<file path="src/rtl/iom_xcvr_pkg.sv">
package iom_xcvr_pkg;

  localparam int SUB_W    = 32;
  localparam int NUM_SUB  = 3;
  localparam int FRAME_W  = SUB_W * NUM_SUB;
  localparam int POS_W    = $clog2(FRAME_W);
  localparam int OCT_W    = 8;
  localparam int SIG_W    = 2;
  localparam int CI0_W    = 4;
  localparam int CI1_W    = 6;
  localparam int SUB2_W   = SUB_W;

  localparam logic [POS_W-1:0] LAST_POS = POS_W'(FRAME_W - 1);

  typedef struct packed {
    logic [OCT_W-1:0]  b1;
    logic [OCT_W-1:0]  b2;
    logic [OCT_W-1:0]  mon0;
    logic [SIG_W-1:0]  sig;
    logic [CI0_W-1:0]  ci0;
    logic              mr0;
    logic              mx0;
    logic [OCT_W-1:0]  ic1;
    logic [OCT_W-1:0]  ic2;
    logic [OCT_W-1:0]  mon1;
    logic [CI1_W-1:0]  ci1;
    logic              mr1;
    logic              mx1;
    logic [SUB2_W-1:0] sub2;
  } chan_t;

  // Reverse the signalling field; all others keep MSB-first order.
  function automatic logic [SIG_W-1:0] flip_sig(input logic [SIG_W-1:0] v);
    logic [SIG_W-1:0] r;
    for (int i = 0; i < SIG_W; i++) r[i] = v[SIG_W-1-i];
    return r;
  endfunction

  // Wire vector: index FRAME_W-1-p holds the bit at frame position p.
  function automatic logic [FRAME_W-1:0] chan_to_wire(input chan_t c);
    chan_t t;
    t     = c;
    t.sig = flip_sig(c.sig);
    return t;
  endfunction

  function automatic chan_t wire_to_chan(input logic [FRAME_W-1:0] w);
    chan_t t;
    t     = w;
    t.sig = flip_sig(t.sig);
    return t;
  endfunction

endpackage

</file>
<file path="src/rtl/iom_pos_counter.sv">
module iom_pos_counter
  import iom_xcvr_pkg::*;
(
  input  logic             sclk,
  input  logic             rst_n,
  input  logic             fsync,
  output logic [POS_W-1:0] cur_pos,
  output logic [POS_W-1:0] next_pos_q,
  output logic             frame_err
);

  logic [POS_W-1:0] next_pos_d;
  logic             err_q;
  logic             err_d;
  logic             slip;

  always_comb begin
    slip       = fsync && (next_pos_q != '0);
    cur_pos    = fsync ? '0 : next_pos_q;
    next_pos_d = (cur_pos == LAST_POS) ? '0 : cur_pos + 1'b1;
    err_d      = err_q | slip;
  end

  always_ff @(posedge sclk or negedge rst_n) begin
    if (!rst_n) begin
      next_pos_q <= '0;
      err_q      <= 1'b0;
    end else begin
      next_pos_q <= next_pos_d;
      err_q      <= err_d;
    end
  end

  assign frame_err = err_q;

endmodule

</file>
<file path="src/rtl/iom_rx_deframer.sv">
module iom_rx_deframer
  import iom_xcvr_pkg::*;
(
  input  logic             sclk,
  input  logic             rst_n,
  input  logic             sdin,
  input  logic [POS_W-1:0] cur_pos,
  output chan_t            rx_ch,
  output logic             rx_valid
);

  logic [FRAME_W-1:1] cap_w;
  logic               frame_end;
  chan_t              rx_ch_d;
  chan_t              rx_ch_q;
  logic               valid_d;
  logic               valid_q;

  // One capture cell per frame position; the final position bypasses storage.
  for (genvar g = 1; g < FRAME_W; g++) begin : g_cell
    logic cell_q;
    logic cell_d;
    logic cell_en;

    always_comb begin
      cell_en = (cur_pos == POS_W'(FRAME_W - 1 - g));
      cell_d  = cell_en ? sdin : cell_q;
    end

    always_ff @(posedge sclk or negedge rst_n) begin
      if (!rst_n) cell_q <= 1'b0;
      else        cell_q <= cell_d;
    end

    assign cap_w[g] = cell_q;
  end

  always_comb begin
    frame_end = (cur_pos == LAST_POS);
    valid_d   = frame_end;
    rx_ch_d   = frame_end ? wire_to_chan({cap_w, sdin}) : rx_ch_q;
  end

  always_ff @(posedge sclk or negedge rst_n) begin
    if (!rst_n) begin
      rx_ch_q <= '0;
      valid_q <= 1'b0;
    end else begin
      rx_ch_q <= rx_ch_d;
      valid_q <= valid_d;
    end
  end

  assign rx_ch    = rx_ch_q;
  assign rx_valid = valid_q;

endmodule

</file>
<file path="src/rtl/iom_tx_framer.sv">
module iom_tx_framer
  import iom_xcvr_pkg::*;
(
  input  logic             sclk,
  input  logic             rst_n,
  input  logic [POS_W-1:0] next_pos_q,
  input  chan_t            tx_ch,
  output logic             sdout
);

  logic [FRAME_W-1:0] live_w;
  logic [FRAME_W-1:0] shadow_d;
  logic [FRAME_W-1:0] shadow_q;
  logic               frame_start;
  logic [POS_W-1:0]   bit_idx;
  logic               sd_d;
  logic               sd_q;

  always_comb begin
    live_w      = chan_to_wire(tx_ch);
    frame_start = (next_pos_q == '0);
    shadow_d    = frame_start ? live_w : shadow_q;
    bit_idx     = LAST_POS - next_pos_q;
    sd_d        = shadow_d[bit_idx];
  end

  always_ff @(negedge sclk or negedge rst_n) begin
    if (!rst_n) begin
      shadow_q <= '0;
      sd_q     <= 1'b0;
    end else begin
      shadow_q <= shadow_d;
      sd_q     <= sd_d;
    end
  end

  assign sdout = sd_q;

endmodule

</file>
<file path="src/rtl/iom_frame_xcvr.sv">
module iom_frame_xcvr
  import iom_xcvr_pkg::*;
(
  input  logic              sclk,
  input  logic              rst_n,
  input  logic              fsync,
  input  logic              sdin,
  output logic              sdout,
  input  logic [OCT_W-1:0]  tx_b1,
  input  logic [OCT_W-1:0]  tx_b2,
  input  logic [OCT_W-1:0]  tx_mon0,
  input  logic [SIG_W-1:0]  tx_d,
  input  logic [CI0_W-1:0]  tx_ci0,
  input  logic              tx_mr0,
  input  logic              tx_mx0,
  input  logic [OCT_W-1:0]  tx_ic1,
  input  logic [OCT_W-1:0]  tx_ic2,
  input  logic [OCT_W-1:0]  tx_mon1,
  input  logic [CI1_W-1:0]  tx_ci1,
  input  logic              tx_mr1,
  input  logic              tx_mx1,
  input  logic [SUB2_W-1:0] tx_sub2,
  output logic [OCT_W-1:0]  rx_b1,
  output logic [OCT_W-1:0]  rx_b2,
  output logic [OCT_W-1:0]  rx_mon0,
  output logic [SIG_W-1:0]  rx_d,
  output logic [CI0_W-1:0]  rx_ci0,
  output logic              rx_mr0,
  output logic              rx_mx0,
  output logic [OCT_W-1:0]  rx_ic1,
  output logic [OCT_W-1:0]  rx_ic2,
  output logic [OCT_W-1:0]  rx_mon1,
  output logic [CI1_W-1:0]  rx_ci1,
  output logic              rx_mr1,
  output logic              rx_mx1,
  output logic [SUB2_W-1:0] rx_sub2,
  output logic              rx_valid,
  output logic              frame_err
);

  logic [POS_W-1:0] cur_pos;
  logic [POS_W-1:0] next_pos_q;
  chan_t            tx_ch;
  chan_t            rx_ch;

  always_comb begin
    tx_ch      = '0;
    tx_ch.b1   = tx_b1;
    tx_ch.b2   = tx_b2;
    tx_ch.mon0 = tx_mon0;
    tx_ch.sig  = tx_d;
    tx_ch.ci0  = tx_ci0;
    tx_ch.mr0  = tx_mr0;
    tx_ch.mx0  = tx_mx0;
    tx_ch.ic1  = tx_ic1;
    tx_ch.ic2  = tx_ic2;
    tx_ch.mon1 = tx_mon1;
    tx_ch.ci1  = tx_ci1;
    tx_ch.mr1  = tx_mr1;
    tx_ch.mx1  = tx_mx1;
    tx_ch.sub2 = tx_sub2;
  end

  iom_pos_counter u_pos (
    .sclk       (sclk),
    .rst_n      (rst_n),
    .fsync      (fsync),
    .cur_pos    (cur_pos),
    .next_pos_q (next_pos_q),
    .frame_err  (frame_err)
  );

  iom_rx_deframer u_rx (
    .sclk     (sclk),
    .rst_n    (rst_n),
    .sdin     (sdin),
    .cur_pos  (cur_pos),
    .rx_ch    (rx_ch),
    .rx_valid (rx_valid)
  );

  iom_tx_framer u_tx (
    .sclk       (sclk),
    .rst_n      (rst_n),
    .next_pos_q (next_pos_q),
    .tx_ch      (tx_ch),
    .sdout      (sdout)
  );

  always_comb begin
    rx_b1   = rx_ch.b1;
    rx_b2   = rx_ch.b2;
    rx_mon0 = rx_ch.mon0;
    rx_d    = rx_ch.sig;
    rx_ci0  = rx_ch.ci0;
    rx_mr0  = rx_ch.mr0;
    rx_mx0  = rx_ch.mx0;
    rx_ic1  = rx_ch.ic1;
    rx_ic2  = rx_ch.ic2;
    rx_mon1 = rx_ch.mon1;
    rx_ci1  = rx_ch.ci1;
    rx_mr1  = rx_ch.mr1;
    rx_mx1  = rx_ch.mx1;
    rx_sub2 = rx_ch.sub2;
  end

endmodule

</file>
<file path="config.mk">
export PLATFORM = sky130hd
export DESIGN_NAME = iom_frame_xcvr
export DESIGN_NICKNAME = d
export VERILOG_FILES = /design/src/rtl/iom_xcvr_pkg.sv /design/src/rtl/iom_pos_counter.sv /design/src/rtl/iom_rx_deframer.sv /design/src/rtl/iom_tx_framer.sv /design/src/rtl/iom_frame_xcvr.sv
export SDC_FILE = /design/constraint.sdc
export NUM_CORES = 1
export LEC_CHECK = 0
export ABC_CLOCK_PERIOD_IN_PS = 4200
export BUFFER_PORTS_ARGS = -buffer_cell sky130_fd_sc_hd__buf_2
export CORE_ASPECT_RATIO = 0.8
export CORE_MARGIN = 3
export CORE_UTILIZATION = 57
export CTS_CLUSTER_DIAMETER = 80
export CTS_CLUSTER_SIZE = 28
export DETAILED_ROUTE_END_ITERATION = 10
export PLACE_DENSITY_LB_ADDON = 0.15
export SYNTH_ARGS = -nofsm -noshare
export SYNTH_HDL_FRONTEND = slang
export SYNTH_SLANG_ARGS = --single-unit
</file>
<file path="constraint.sdc">
create_clock -name sclk -period 4.2 [get_ports sclk]
set_input_delay 0 -clock sclk [delete_from_list [all_inputs] [get_ports sclk]]
set_output_delay 0 -clock sclk [all_outputs]
set_load 0.1 [all_outputs]
</file>
==> run_results.csv, run 1 <==
group,metric,value,unit
status,status,"complete, but fails checks",
status,violations,"setup timing",
power,ir_worst_vdd,0.250,mV
timing,grt_setup_unrepaired,"true",
layout,nNetsFinal,1388,
critical_path,crit_fanout,9,
grt,grt_pass1_vias,8805,
critical_path,criticalPathCategory,"flop to flop",
synth,yosysSeqAreaShare,57.9,%
synth,syn_avg_cell_area,12.1,um^2
layout,syn_to_final_growth,19.0,%
floorplanning,rows,48,
clock_tree,cts_root_buf,"clkbuf_16",
synth,async_reset_ff_share,100,%
critical_path,ff2ff_path_depth,8,
power,totalPowerFinal,0.00622,W
synth,syn_nets,1160,
detailed_routing,antenna_left,0,
clock_tree,clk_latency,0.51,ns
power,leakage,7.73,nW
synth,ys.flop_type,"dfrtp_1",
timing,finalHoldWorstSlack,0.372,ns
floorplanning,die_y,140,um
timing,hold_viol_final,0,
grt,grt_max_degree,80,
detailed_routing,drtPass1Iterations,4,
clock_tree,cts_max_level,1,
power,powerDensity,408,nW/um^2
synth,ys_seq_elements,296,
timing,max_slew.worst_pin.slew,1.08,ns
timing,fin_skew,0.0262,ns
clock_tree,clock-sinks,296,
layout,final_cell_mix,"232 x mux2_2, 207 x nand2_1, 199 x dfrtp_1",
place,portBuffers,198,
clock_tree,cts_buffers,14,
floorplanning,die_w,174,um
timing,max_slew_margin,27.9,%
synth,yosysTopAreaCell,"dfrtp_1",
detailed_routing,vias,8819,
detailed_routing,via_per_inst,5.54,
detailed_routing,wl_per_cell,19.7,um
detailed_routing,drt_iter0_drc,701,
detailed_routing,drc,0,
timing,setup_slack,-0.405,ns
grt,gr-total-overflow,0,
critical_path,crit_family,"simple AND/OR/NAND/NOR gates",
synth,yosys-top-cells-area,"dfrtp_1 39%, mux2_2 22%, dfrtn_1 19%, nand2_1 6.1%, clkbuf_1 1.3%",
floorplanning,start_util,58.7,%
layout,layout_commonest_cell,"mux2_2",
synth,synth.top_cell.area_share,39.1,%
clock_tree,cts_tree,"done",
critical_path,crit_path_top_delay_cell,"or4_4",
grt,antenna_found_initial,2,
critical_path,cp.required,2.44,ns
floorplanning,io_pins,199,
floorplanning,core-area,21800,um^2
critical_path,start_kind,"flop",
synth,ys_types,58,
critical_path,r2r_setup_slack,-0.41,ns
critical_path,crit_cells,8,
synth,synth_edf_count,0,
place,gp_congestion,0.930,
critical_path,endpoint_kind,"flop",
timing,setup-violations-final,52,
place,place_hpwl,22300,um
synth,synth_area,12800,um^2
clock_tree,cts_max_path_buffers,3,
timing,fin_tns_setup,-4.45,ns
min_path,hold_class,"input pin to async pin",
critical_path,path_buf_inv,1,
synth,syn_inst,1056,
timing,drv_slew,0,
layout,num_antenna_cells,0,
place,dp_slack,-0.465,ns
critical_path,crit_path_cell_trace,"or4_4 > buf_6 > o21ai_2 > nand3_1 > a32o_2 > o32ai_2 > nand4_1 > or4_1",
critical_path,crit_path_max_incr_delay,0.58,ns
run,max-cap-violations,0,
critical_path,crit_arrival,2.85,ns
grt,groute.usage.overall,25.8,%
synth,yosys_warnings,0,
detailed_routing,wl,31400,um
grt,grt_pass1_wl,49900,um
layout,drive_above_1_share,43.8,%
clock_tree,cts.clk_slew.worst_paths,0.10,ns
floorplanning,die_area,24300,um^2
## timing repair
action,in CTS,in global routing
hold buffers,2,0
setup buffers,1,6
cloned,2,1
pin swaps,2,2
setup endpoints to repair,44,95
endpoints found under the hold margin,44,0
gates resized for setup,26,10
## tightest hold or removal path: stages
cell           delay (ns)
dlygate4sd3_1        0.56
buf_8                0.34
buf_12               0.34
## state kept, by name (all words and copies together) (netlist names)
signal              flops
u_rx.rx_valid           1
u_rx.rx_ch             96
u_rx.g_cell.cell_q     95
u_pos.frame_err         1
u_pos.next_pos_q        7
u_tx.sdout              1
u_tx.shadow_q          95
## final cells by class
| type | count | area (um^2) |
|---|---|---|
| inverter | 10 | 37.5 |
| tap | 300 | 375 |
| clock buffer | 23 | 405 |
| sequential | 296 | 7410 |
| clock inverter | 1 | 16.3 |
| timing repair buffer | 282 | 1820 |
| fill | 1680 | 6580 |
| multi-input combinational | 680 | 5160 |
## worst paths after layout
check	from	end
min reg2reg	u_tx.shadow_q[44]	u_tx.shadow_q[44]
min in group sclk	sdin	u_rx.g_cell[55].cell_q
max in group asynchronous	rst_n	u_tx.shadow_q[35]
max reg2reg	u_pos.next_pos_q[6]	u_tx.sdout
max	u_pos.next_pos_q[6]	u_tx.sdout
min	rst_n	u_pos.frame_err
## cells by family after synthesis
kind of cell | count (synthesis) | share of synthesized area, %
AOI/OAI and AO/OA | 72 | 3.66
xor gates and xnor gates | 4 | 0.274
adders and majority gates | 4 | 0.391
buffers and inverters | 80 | 2.63
DFF | 296 | 57.9
muxes | 266 | 23.7
and+or+nand+nor | 334 | 11.5
## cells in the mapped netlist, types with 4 or more instances
cell type    n
a21oi_1     14
a31oi_1      9
and2_1       4
buf_1        5
buf_2       17
clkbuf_1    46
dfrtn_1     96
dfrtp_1    200
ha_1         4
inv_1        9
mux2_2     247
mux2i_1     14
mux4_2       5
nand2_1    209
nand2b_1    10
nand3_1     11
nor2_1      46
nor2b_1      5
nor3_1      17
o21ai_0     20
or3_1        4
## power by group
group | switching, W | internal [W]
logic | 0.000604 | 0.000594
clock network | 0.000868 | 0.000681
registers | 0.000221 | 0.00325
total | 0.00169 | 0.00452
## layer usage
layer  up-vias  GRT usage, %  share of wire, %  routed length [um]
met5         -             0             0.073                  23
met4         4          3.41               1.3                 396
met3        27          3.47               5.5                1740
met2       252          37.5                43               13600
met1      4454          42.3                50               15700
li1       4082             -                 -                   -
## stage by stage
stage	cell area, um^2	util, %	cells
floorplan	12800	-	1056
global placement	14500	66.6	1556
detailed placement	14500	66.6	1556
CTS	15100	69.4	1585
global route	15200	69.8	1592
finish	15200	69.8	1592
No activity file was read; power rests on OpenSTA's default activity.
==> run 2, diff against run 1 <==
ABC_AREA = 1   (was unset)
==> run_results.csv, run 2 <==
group,metric,value,unit
timing,max_slew_margin,17.9,%
layout,drive_above_1_share,17.6,%
clock_tree,clock-sinks,297,
synth,syn_nets,1618,
grt,grt_pass1_vias,10400,
critical_path,criticalPathCategory,"flop to flop",
power,powerDensity,425,nW/um^2
detailed_routing,drtPass1Iterations,5,
synth,yosysSeqAreaShare,58.0,%
timing,fin_tns_setup,0,ns
layout,layout_commonest_cell,"nand2_1",
place,dpl-instance-area,14100,um^2
floorplanning,die_w,174,um
synth,ys_seq_elements,297,
clock_tree,cts.clk_slew.worst_paths,0.11,ns
layout,finish.utilization,67.8,%
synth,yosys-top-cells-area,"dfrtp_1 39%, dfrtn_1 19%, nand2_1 17%, a31oi_1 4.6%, nand3_1 3.9%",
layout,num_antenna_cells,0,
detailed_routing,drc,0,
critical_path,crit_fanout,8,
clock_tree,cts_max_level,1,
min_path,hp-start,"sdin",
synth,async_reset_ff_share,100,%
grt,antenna_found_initial,0,
detailed_routing,via_per_inst,5.42,
critical_path,crit_arrival,2.43,ns
synth,ys.flop_type,"dfrtp_1",
critical_path,crit_path_start,"u_pos.next_pos_q[4]",
floorplanning,start_util,58.7,%
status,status,"complete, no violations",
synth,synth_area,12800,um^2
layout,final_cell_mix,"572 x nand2_1, 200 x dfrtp_1, 197 x buf_2",
critical_path,cp.required,2.45,ns
critical_path,endpoint_kind,"flop",
critical_path,ff2ff_path_depth,16,
layout,syn_to_final_growth,15.5,%
clock_tree,cts_tree,"done",
synth,yosys_warnings,0,
synth,yosysTopAreaCell,"dfrtp_1",
floorplanning,core-area,21800,um^2
critical_path,cpMostUsedCell,"nand2_1",
layout,nNetsFinal,1789,
detailed_routing,wl,33300,um
clock_tree,cts_root_buf,"clkbuf_16",
detailed_routing,vias,10800,
place,portBuffers,198,
synth,syn_avg_cell_area,8.46,um^2
layout,fillers,1844,
run,max-cap-violations,0,
min_path,hold_class,"input pin to flop",
timing,grt_setup_unrepaired,"true",
clock_tree,clk_latency,0.51,ns
power,leakage,8.19,nW
floorplanning,die_y,140,um
layout,finish.instance_area,14800,um^2
timing,fin_skew,0.0195,ns
floorplanning,die_area,24300,um^2
synth,syn_inst,1514,
min_path,whs_path_depth,3,
synth,synth_edf_count,0,
synth,yosys-top-cells-count,"576 x nand2_1, 200 x dfrtp_1, 100 x nand3_1",
timing,max_slew.worst_pin.slew,1.23,ns
detailed_routing,wl_per_cell,16.7,um
critical_path,crit_path_max_incr_delay,0.41,ns
critical_path,crit_path_cell_trace,"nor2_2 > nand2_2 > nor2_4 > buf_4 > buf_12 > nand2_1 > nand3_1 > nand3_1 > nand2_1 > nand2_1 > nand2_2 > nand2_1 > nand3_1 > nand2_1 > nand2_1 > nand3_1",
timing,drv_slew,0,
critical_path,start_kind,"flop",
clock_tree,cts_buffers,14,
place,place_hpwl,21700,um
critical_path,crit_path_top_delay_cell,"dfrtp_1",
clock_tree,cts_max_path_buffers,3,
floorplanning,rows,48,
floorplanning,io_pins,199,
grt,gr-total-overflow,0,
detailed_routing,antenna_left,0,
grt,grt_max_degree,120,
synth,synth_most_common_cell,"nand2_1",
power,ir_worst_vdd,0.304,mV
detailed_routing,drt_iter0_drc,1191,
grt,grt_pass1_wl,54000,um
critical_path,r2r_start,"u_pos.next_pos_q[4]",
synth,synth.top_cell.area_share,39.1,%
synth,ys_types,27,
timing,setup-violations-final,0,
place,gp_congestion,0.848,
timing,hold_viol_final,0,
timing,finalHoldWorstSlack,0.169,ns
grt,groute.usage.overall,27.0,%
==> run 2: cell count changes in the layout (fill, tap and decap cells not counted), sizes merged, moves of 24 or more <==
cell	previous run	this run
nand2	209	578
and2	6	30
inv	9	91
mux2	247	0
buf	279	251
a21oi	14	96
nand3	11	100
a31oi	9	94
nor2	47	78
==> run 2: worst paths after layout <==
path | endpoint | slack, ns
max in group asynchronous | u_tx.shadow_q[39] | 1.37
min in group asynchronous | u_rx.g_cell[13].cell_q | 0.19
setup reg to reg | u_tx.sdout | 0.02
setup / recovery | u_tx.sdout | 0.02
hold reg to reg | u_tx.shadow_q[23] | 0.42
hold / removal | u_rx.g_cell[47].cell_q | 0.17
==> run 2: area by class of cell <==
| cell class | instances | area [um^2] | share of cell area, % |
|---|---|---|---|
| clock inverter | 1 | 16.3 | 0.110 |
| inverter | 92 | 345 | 2.33 |
| timing repair buffer | 257 | 1630 | 11.0 |
| sequential | 297 | 7430 | 50.2 |
| clock buffer | 23 | 405 | 2.74 |
| tap | 300 | 375 | 2.54 |
| multi-input combinational | 1023 | 4590 | 31.0 |
==> run 2: logic make-up (layout without fill, tap and decap cells) <==
group | after synthesis | in the layout | share of synthesized area, %
AOI/OAI and AO/OA | 224 | 224 | 9.69
xor gates and xnor gates | 3 | 3 | 0.205
adders and majority gates | 4 | 4 | 0.391
buffers and inverters | 194 | 373 | 6.61
DFF | 297 | 297 | 58.0
and+or+nand+nor | 792 | 792 | 25.1
==> run 2: metrics by stage <==
stage / cells / setup slack [ns] / power, W
after CTS: 1982 / 0.0126 / 0.00625
after floorplan: 1514 / 0.272 / 0.00429
final: 1993 / 0.0199 / 0.00628
after detailed placement: 1953 / -0.0927 / 0.00468
after global placement: 1953 / 0.0144 / 0.00463
after global routing: 1993 / -0.122 / 0.00663
==> run 2: per-layer routing <==
layer / vias up / part of all wire [%] / track usage [%]
met5: - / 0 / 0
met4: 0 / 1.8 / 5.76
met3: 41 / 6.6 / 4.12
met2: 373 / 44 / 40.6
li1: 5174 / - / -
met1: 5210 / 47 / 42.1
==> run 2: critical path: cells and delay by family, from the launching register on <==
| kind | cells | cell delay [ns] |
|---|---|---|
| and+or+nand+nor | 14 | 1.25 |
| DFF | 1 | 0.41 |
| buffers and inverters | 2 | 0.26 |
==> run 2: timing repair <==
item | CTS | global route
gates cloned | 0 | 4
hold buffers | 2 | 0
endpoints found under the hold margin | 22 | 0
pin swaps | 1 | 5
setup buffers | 3 | 7
resized for setup | 2 | 20
setup endpoints to repair | 1 | 1
==> run 2: report_power, final <==
group | switching, W | internal [W] | total, W | leakage [nW]
Clock | 0.000901 | 0.000682 | 0.00158 | 0.201
Combinational | 0.000779 | 0.000471 | 0.00125 | 4.09
Sequential | 0.000155 | 0.00329 | 0.00345 | 3.90
Total | 0.00183 | 0.00444 | 0.00628 | 8.19
